[src/rtl/rsm_pkg.sv]
package rsm_pkg;
  localparam int REG_W  = 32;
  localparam int ADDR_W = 12;
  localparam int RID_W  = 16;
  localparam int EN_BIT = 31;
  localparam logic [ADDR_W-1:0] ENTRY_BASE = 12'h800;
  localparam logic [ADDR_W-1:0] DFLT_ADDR  = 12'h7F8;

  typedef struct packed {
    logic [RID_W-1:0] key;
    logic [RID_W-1:0] mask;
  } upper_t;
endpackage

[src/rtl/rsm_regfile.sv]
module rsm_regfile
  import rsm_pkg::*;
#(
  parameter int N_ENTRIES = 32,
  parameter int SID_W     = 16
) (
  input  logic                             clk_i,
  input  logic                             rst_ni,
  input  logic                             wr_i,
  input  logic [ADDR_W-1:0]                addr_i,
  input  logic [REG_W-1:0]                 wdata_i,
  output logic [REG_W-1:0]                 rdata_o,
  output logic [N_ENTRIES-1:0][REG_W-1:0]  up_o,
  output logic [N_ENTRIES-1:0][REG_W-1:0]  lo_o,
  output logic [SID_W-1:0]                 dflt_o
);
  localparam int IDX_W = $clog2(N_ENTRIES);
  localparam logic [ADDR_W:0] TBL_END = {1'b0, ENTRY_BASE} + (ADDR_W+1)'(8 * N_ENTRIES);

  logic [N_ENTRIES-1:0][REG_W-1:0] up_q, lo_q;
  logic [SID_W-1:0]  dflt_q;
  logic              in_tbl, sel_lo, is_dflt;
  logic [ADDR_W-1:0] off;
  logic [IDX_W-1:0]  idx;

  always_comb begin
    in_tbl  = (addr_i >= ENTRY_BASE) && ({1'b0, addr_i} < TBL_END);
    off     = addr_i - ENTRY_BASE;
    idx     = off[IDX_W+2:3];
    sel_lo  = off[2];
    is_dflt = (addr_i == DFLT_ADDR);
  end

  for (genvar g = 0; g < N_ENTRIES; g++) begin : g_entry
    always_ff @(posedge clk_i or negedge rst_ni) begin
      if (!rst_ni) begin
        up_q[g] <= '0;
        lo_q[g] <= '0;
      end else if (wr_i && in_tbl && idx == IDX_W'(g)) begin
        if (sel_lo) lo_q[g] <= wdata_i;
        else        up_q[g] <= wdata_i;
      end
    end
  end

  always_ff @(posedge clk_i or negedge rst_ni) begin
    if (!rst_ni)              dflt_q <= '0;
    else if (wr_i && is_dflt) dflt_q <= wdata_i[SID_W-1:0];
  end

  always_comb begin
    if (in_tbl)       rdata_o = sel_lo ? lo_q[idx] : up_q[idx];
    else if (is_dflt) rdata_o = REG_W'(dflt_q);
    else              rdata_o = '0;
  end

  assign up_o   = up_q;
  assign lo_o   = lo_q;
  assign dflt_o = dflt_q;
endmodule

[src/rtl/rsm_match.sv]
module rsm_match
  import rsm_pkg::*;
#(
  parameter int N_ENTRIES = 32
) (
  input  logic [RID_W-1:0]                 rid_i,
  input  logic [N_ENTRIES-1:0][REG_W-1:0]  up_i,
  input  logic [N_ENTRIES-1:0][REG_W-1:0]  lo_i,
  output logic [N_ENTRIES-1:0]             hit_vec_o
);
  for (genvar g = 0; g < N_ENTRIES; g++) begin : g_cmp
    upper_t u;
    assign u = upper_t'(up_i[g]);
    // mask bit set = don't care
    assign hit_vec_o[g] = lo_i[g][EN_BIT] && (((rid_i ^ u.key) & ~u.mask) == '0);
  end
endmodule

[src/rtl/rsm_prio.sv]
module rsm_prio #(
  parameter int N_ENTRIES = 32,
  localparam int IDX_W = $clog2(N_ENTRIES)
) (
  input  logic [N_ENTRIES-1:0] hit_vec_i,
  output logic                 any_o,
  output logic [IDX_W-1:0]     idx_o
);
  always_comb begin
    any_o = |hit_vec_i;
    idx_o = '0;
    for (int i = N_ENTRIES - 1; i >= 0; i--) begin
      if (hit_vec_i[i]) idx_o = IDX_W'(i);
    end
  end
endmodule

[src/rtl/rid_sid_mapper.sv]
module rid_sid_mapper
  import rsm_pkg::*;
#(
  parameter int N_ENTRIES = 32,
  parameter int SID_W     = 16,
  localparam int IDX_W = $clog2(N_ENTRIES)
) (
  input  logic               clk_i,
  input  logic               rst_ni,
  input  logic               reg_wr_i,
  input  logic [ADDR_W-1:0]  reg_addr_i,
  input  logic [REG_W-1:0]   reg_wdata_i,
  output logic [REG_W-1:0]   reg_rdata_o,
  input  logic               req_valid_i,
  input  logic [RID_W-1:0]   req_rid_i,
  output logic               rsp_valid_o,
  output logic               rsp_hit_o,
  output logic [SID_W-1:0]   rsp_sid_o,
  output logic [IDX_W-1:0]   rsp_idx_o
);
  logic [N_ENTRIES-1:0][REG_W-1:0] up, lo;
  logic [SID_W-1:0]     dflt_sid;
  logic [N_ENTRIES-1:0] hit_vec, en_vec;
  logic                 any_hit;
  logic [IDX_W-1:0]     win_idx;
  logic [SID_W-1:0]     sel_sid;

  rsm_regfile #(.N_ENTRIES(N_ENTRIES), .SID_W(SID_W)) regs_i (
    .clk_i, .rst_ni,
    .wr_i(reg_wr_i), .addr_i(reg_addr_i), .wdata_i(reg_wdata_i), .rdata_o(reg_rdata_o),
    .up_o(up), .lo_o(lo), .dflt_o(dflt_sid)
  );

  rsm_match #(.N_ENTRIES(N_ENTRIES)) match_i (
    .rid_i(req_rid_i), .up_i(up), .lo_i(lo), .hit_vec_o(hit_vec)
  );

  rsm_prio #(.N_ENTRIES(N_ENTRIES)) prio_i (
    .hit_vec_i(hit_vec), .any_o(any_hit), .idx_o(win_idx)
  );

  for (genvar g = 0; g < N_ENTRIES; g++) begin : g_en
    assign en_vec[g] = lo[g][EN_BIT];
  end

  assign sel_sid = any_hit ? lo[win_idx][SID_W-1:0] : dflt_sid;

  // lookup reads pre-write table state: storage updates on the same edge
  always_ff @(posedge clk_i or negedge rst_ni) begin
    if (!rst_ni) begin
      rsp_valid_o <= 1'b0;
      rsp_hit_o   <= 1'b0;
      rsp_sid_o   <= '0;
      rsp_idx_o   <= '0;
    end else begin
      rsp_valid_o <= req_valid_i;
      rsp_hit_o   <= req_valid_i && any_hit;
      if (req_valid_i) begin
        rsp_sid_o <= sel_sid;
        rsp_idx_o <= any_hit ? win_idx : '0;
      end
    end
  end
endmodule

[config.mk]
export PLATFORM = sky130hd
export DESIGN_NAME = rid_sid_mapper
export DESIGN_NICKNAME = d
export VERILOG_FILES = /design/src/rtl/rsm_pkg.sv /design/src/rtl/rsm_regfile.sv /design/src/rtl/rsm_match.sv /design/src/rtl/rsm_prio.sv /design/src/rtl/rid_sid_mapper.sv
export SDC_FILE = /design/constraint.sdc
export NUM_CORES = 2
export LEC_CHECK = 0
export ABC_AREA = 0
export CAP_MARGIN = 20
export CORE_ASPECT_RATIO = 1.25
export CORE_MARGIN = 2
export CORE_UTILIZATION = 64
export CTS_CLUSTER_DIAMETER = 150
export DETAILED_ROUTE_END_ITERATION = 6
export MAX_ROUTING_LAYER = met4
export PLACE_DENSITY = 0.81
export SLEW_MARGIN = 20
export SYNTH_ARGS = -nofsm -noshare
export SYNTH_HDL_FRONTEND = slang
export SYNTH_SLANG_ARGS = --single-unit
[constraint.sdc]
create_clock -name clk_i -period 5.2 [get_ports clk_i]
set_clock_uncertainty 0.15 [all_clocks]
set_input_delay 1.04 -clock clk_i [delete_from_list [all_inputs] [get_ports clk_i]]
set_output_delay 1.04 -clock clk_i [all_outputs]
set_load 0.05 [all_outputs]
After elaboration in Yosys (flattened, before gate mapping)
Cells that the tools add are included.
- register bits: 2087
- output and inout port bits: 55
- $add $sub $neg: 1
- magnitude comparators: 4
- eq/ne operators: 32
- mux-type cells: 43
- bitwise gates (word level): 97
- reduce and logical (&&, ||, !) cells: 166
- operators with widths (operator ; count):
    bitwise AND 16 bit ; 32
    zero test 16 bit ; 32
    NOT 16 bit ; 32
    bitwise XOR 16 bit ; 32
    binary-select mux 32 bit (select 5 bit) ; 3
    2-to-1 mux 5 bit ; 33
    2-to-1 mux 32 bit ; 4
    AND reduction 2 bit ; 64
    == test 5 bit (second input constant) ; 16
    logical AND 1 bit ; 68
    2-to-1 mux 16 bit ; 3
    == test 5 x 4 -> 1 bit (second input constant) ; 8
    OR reduction 32 bit ; 1
    == test 5 x 3 -> 1 bit (second input constant) ; 4
    == test 12 x 11 -> 1 bit (second input constant) ; 1
    >= comparator 12 bit (second input constant) ; 1
    less-than comparator 12 bit (second input constant) ; 1
    less-than comparator 5 x 6 -> 1 bit (second input constant) ; 2
    == test 5 x 2 -> 1 bit (second input constant) ; 2
    subtractor 8 x 1 -> 8 bit (second input constant) ; 1
    == test 5 x 1 -> 1 bit (second input constant) ; 1
    zero test 5 bit ; 1
    NOT 1 bit ; 1

Logic depth before layout (Yosys ltp)
- depth after elaboration: 39
- gate-level depth with buffers: 19
- mapped depth without buffers: 14

Hierarchy
Synthesis repeated with hierarchy kept, for this count alone.
- cell total of the unflattened synthesis: 7514
- area, all modules: 106926.3 um^2
- by module, submodules not included (module ; instances ; cells an instance ; area each (um^2) ; seq. area each (um^2)):
    rsm_regfile ; 1 ; 5963 ; 93623.5 ; 51649.5
    rsm_match ; 1 ; 982 ; 7512.2 ; 0.0
    rid_sid_mapper ; 1 ; 504 ; 5405.2 ; 575.6
    rsm_prio ; 1 ; 65 ; 385.4 ; 0.0

Worst setup path after synthesis
No wires, ideal clock.
- kind: in2out
- from: in reg_addr_i[3]
- to: out reg_rdata_o[15]
- data arrival time: 3.934 ns
- required time: 4.010 ns
- path slack: 0.076 ns
- cell stages on the path: 7
- buffers on the path: 3
- path through: clkbuf_1 > clkbuf_1 > buf_1 > mux4_2 > mux4_2 > mux4_2 > a22o_1
- cells in the longest elaborated chain, start to end: 5
- elaborated cells between the ends (all ways): 12
- classes of those cells: add/sub (1); order compare (2); eq/ne (1); mux (7); reduce/logical (1)
- ends and longest elaborated chain (element ; RTL line ; RTL):
    start: declaration ; rid_sid_mapper.sv:11 ; input logic [ADDR_W-1:0] reg_addr_i,
    subtractor 8 x 1 -> 8 bit ; rsm_regfile.sv:28 ; off = addr_i - ENTRY_BASE;
    binary-select mux 32 bit (select 5 bit) ; rsm_regfile.sv:52 ; if (in_tbl) rdata_o = sel_lo ? lo_q[idx] : up_q[idx];
    2-to-1 mux 32 bit (implied by the code) ; rsm_regfile.sv:52 ;
    2-to-1 mux 32 bit ; rsm_regfile.sv:52 ;
    2-to-1 mux 32 bit (*) ; rsm_regfile.sv:52 ;
    end: declaration ; rid_sid_mapper.sv:13 ; output logic [REG_W-1:0] reg_rdata_o,
Mark *: on every way between the ends. The rest lies on a longest branch, timed or not. The select of a mux whose other input is x is not followed.

Final worst setup path
- from: in reg_addr_i[3]
- to: out reg_rdata_o[4]
Same word-level chain as after synthesis.

==> out/results.ini <==
[outcome]
run_status=finished, violations left
violations=DRC, setup timing

[clock_network]
cts_inserted_buffers=204
insertion_delay_ps=890
cts_max_level=4
cts_sinks=2087
tritoncts=yes
root_buffer=clkbuf_16
cts_buffer_depth=3
path_clk_slew_ps=60

[setup_path]
crit_buf_inv=4
rrSetupSlack_ps=200
crit_fanout=16
cp_slowest_cell=mux4_2
crit_chain=buf_16 > buf_16 > buf_4 > mux4_2 > mux4_2 > mux4_2 > a22o_1 > buf_12
r2r_end=rsp_sid_o[13]$_DFFE_PN0P_
cp.arrival_ps=4060
r2r-start=regs_i.up_o[210]$_DFFE_PN0P_
crit_type=in2out
cpMostUsedCell=mux4_2
cp_top_family=multiplexers
cp_data_required_time_ps=4010
critPathCaptureType=output pin
crit_path_start_kind=primary input
slowest_delay_ps=660
r2r_cells=17

[logic_synthesis]
yosysTopAreaCell=dfrtp_1
synth-seq-area-share=0.486
syn-mean-instance-area_um2=14.3
synthFlopType=dfrtp_1
ys_top_cells_by_area=dfrtp_1 (49%), mux2_2 (22%), mux4_2 (14%)
yosys_warnings=0
synth_seq_cells=2087
synth_edf_count=0
syn_nets=7592
post-synth-top-count-cell=dfrtp_1
ys_types=81
ys_top_cells_by_count=dfrtp_1 (2087), mux2_2 (2081), mux4_2 (672)
synthCells=7528
async_flop_share=1.00
synth_area_um2=107000
synth_top_area_frac=0.486

[grt]
grt_usage=0.493
grt_max_degree=141
grt_pass1_vias=77100
grt_pass1_wl_um=574000
antenna_found_initial=55
gr-total-overflow=0

[power]
p_total_mw=35.2
power_density_nw_per_um2=285
irDropWorstVdd_mv=0.307
p_leak_nw=57.5

[timing]
hold_violations=0
setup_viol=9
relSlewSlack=0.222
setup_slack_ps=-50.2
rsz0062_at_grt=yes
max_freq_ghz=0.190
period_share=1.01
slew_violations=0
final.min_clock_period_ps=5250
tightestPinTransition_ps=1170
hold_slack_ps=351

[floorplanning]
row_count=168
fp.dieH_um=462
io_pins=119
start_util=0.643
die_w_um=370
die-area_um2=171000
coreArea_um2=167000

[detailed_routing]
dr.pass1.iters=7
initialDrtViolationCount=9335
post-route-drc-count=1
vias=75400
antenna_left=0
viasPerCell=7.28
wl_um=404000
routedWlPerCell_um=39.0

[placed_design]
dp_hpwl_um=280000
place_ws_ps=-1260
portBuffers=118
dp.cells=9918
place_congestion=1.05

[hold_path]
hold_path_class=reg2reg
hold_start=regs_i.lo_o[636]$_DFFE_PN0P_
hold_path_depth=1
hold_path_end=regs_i.lo_o[636]$_DFFE_PN0P_

[final_layout]
fillers=10500
final_cells=10400
register_area_um2=52200
area_growth_pct=14.9
drive_gt1_frac=0.502
multiInputGateArea_um2=52100
nets=7996

[run]
maxCapViolCount=0

how the worst max path moves through the flow:
stage,from,endpoint,slack [ps],cells after the start
after detailed placement,req_rid_i[1],rsp_sid_o[4]$_DFFE_PN0P_,-1260,20
after global routing,reg_addr_i[3],reg_rdata_o[8],-20,9
final,reg_addr_i[3],reg_rdata_o[4],-50,8
after floorplan,reg_addr_i[3],reg_rdata_o[15],80,7
after global placement,req_rid_i[1],rsp_sid_o[4]$_DFFE_PN0P_,-1200,20
after CTS,reg_addr_i[3],reg_rdata_o[4],10,8
registers in the layout, indices dropped and copies added (netlist names):
register / count
regs_i.lo_o: 1024
rsp_valid_o: 1
rsp_idx_o: 5
regs_i.dflt_o: 16
rsp_sid_o: 16
rsp_hit_o: 1
regs_i.up_o: 1024
area by class of cell:
class | count | area share
flip-flops and latches | 2087 | 0.423
clock buffers | 296 | 0.0481
multi-input cells | 4678 | 0.422
diodes | 43 | 0.000872
clock inverters | 82 | 0.00921
repair buffers | 931 | 0.0730
well taps | 2210 | 0.0224
inverters | 30 | 0.000912
routing by layer:
metal	part of all wire	routed length (µm)	vias to the layer above	global-route usage
li1	-	-	29300	-
met1	0.35	142000	39700	0.598
met3	0.11	45800	1458	0.147
met5	0	0	-	-
met4	0.091	36900	0	0.364
met2	0.45	180000	5001	0.702
what timing repair did:
item | 4_1_cts | 5_1_grt
pin swaps | 1 | 2
setup buffers | 3 | 11
cloned | 0 | 1
endpoints found under the setup margin | 16 | 11
hold buffers | 0 | 1
endpoints found under the hold margin | 0 | 3
resized for setup | 8 | 15
through the flow:
step | util | cell area (µm²) | setup TNS [ps]
CTS | 0.736 | 123000 | 0
global placement | 0.694 | 116000 | -10720
detailed placement | 0.694 | 116000 | -11420
floorplan | - | 107000 | 0
global route | 0.739 | 123000 | -51.3
finish | 0.739 | 123000 | -216
logic make-up after synthesis:
logic type	Yosys count	share of synthesized area
muxes	2840	0.367
DFF	2087	0.486
buffers and inverters	763	0.0304
AOI/OAI and AO/OA	709	0.0459
and+or+nand+nor	617	0.0283
xor gates and xnor gates	512	0.0420
where the power goes:
group | total, mW | switching (mW) | internal [mW] | leakage [nW]
Clock | 15.6 | 6.83 | 8.75 | 3.48
Combinational | 2.92 | 1.81 | 1.11 | 25.0
Sequential | 16.7 | 0.217 | 16.5 | 29.0
Total | 35.2 | 8.86 | 26.3 | 57.5
worst register-to-register path: stages, from the launching register on:
cell and delay [ps]:
dfrtp_1 470, xnor2_1 620, o22ai_1 180, nor4_1 300, o2111ai_1 330, buf_4 290
nand4_1 80, o221ai_1 110, buf_4 160, a211oi_4 190, buf_12 190, buf_12 220
o211ai_1 310, buf_4 250, a22o_1 240, o211ai_1 220, o2111ai_1 370, o21ai_0 260
layout by cell type, fill, tap and decap left out, types with 24 or more instances in the layout:
| cell type | n |
|---|---|
| dfrtp_1 | 2087 |
| mux2_2 | 2081 |
| buf_4 | 691 |
| mux4_2 | 672 |
| xnor2_1 | 507 |
| o22ai_1 | 268 |
| clkbuf_16 | 205 |
| buf_12 | 142 |
| nor2_1 | 132 |
| nand2_1 | 122 |
| mux2i_1 | 87 |
| nor3_1 | 82 |
| o21ai_0 | 74 |
| a21oi_1 | 62 |
| nor4_1 | 57 |
| a211oi_1 | 56 |
| nand3_1 | 55 |
| clkbuf_8 | 49 |
| buf_2 | 49 |
| clkinv_2 | 46 |
| diode_2 | 43 |
| clkbuf_1 | 43 |
| clkdlybuf4s50_1 | 32 |
| and3_1 | 30 |
| inv_1 | 27 |
| nand2_2 | 27 |
| and2_1 | 26 |
| a22o_1 | 24 |
No activity file was read; power rests on OpenSTA's default activity.
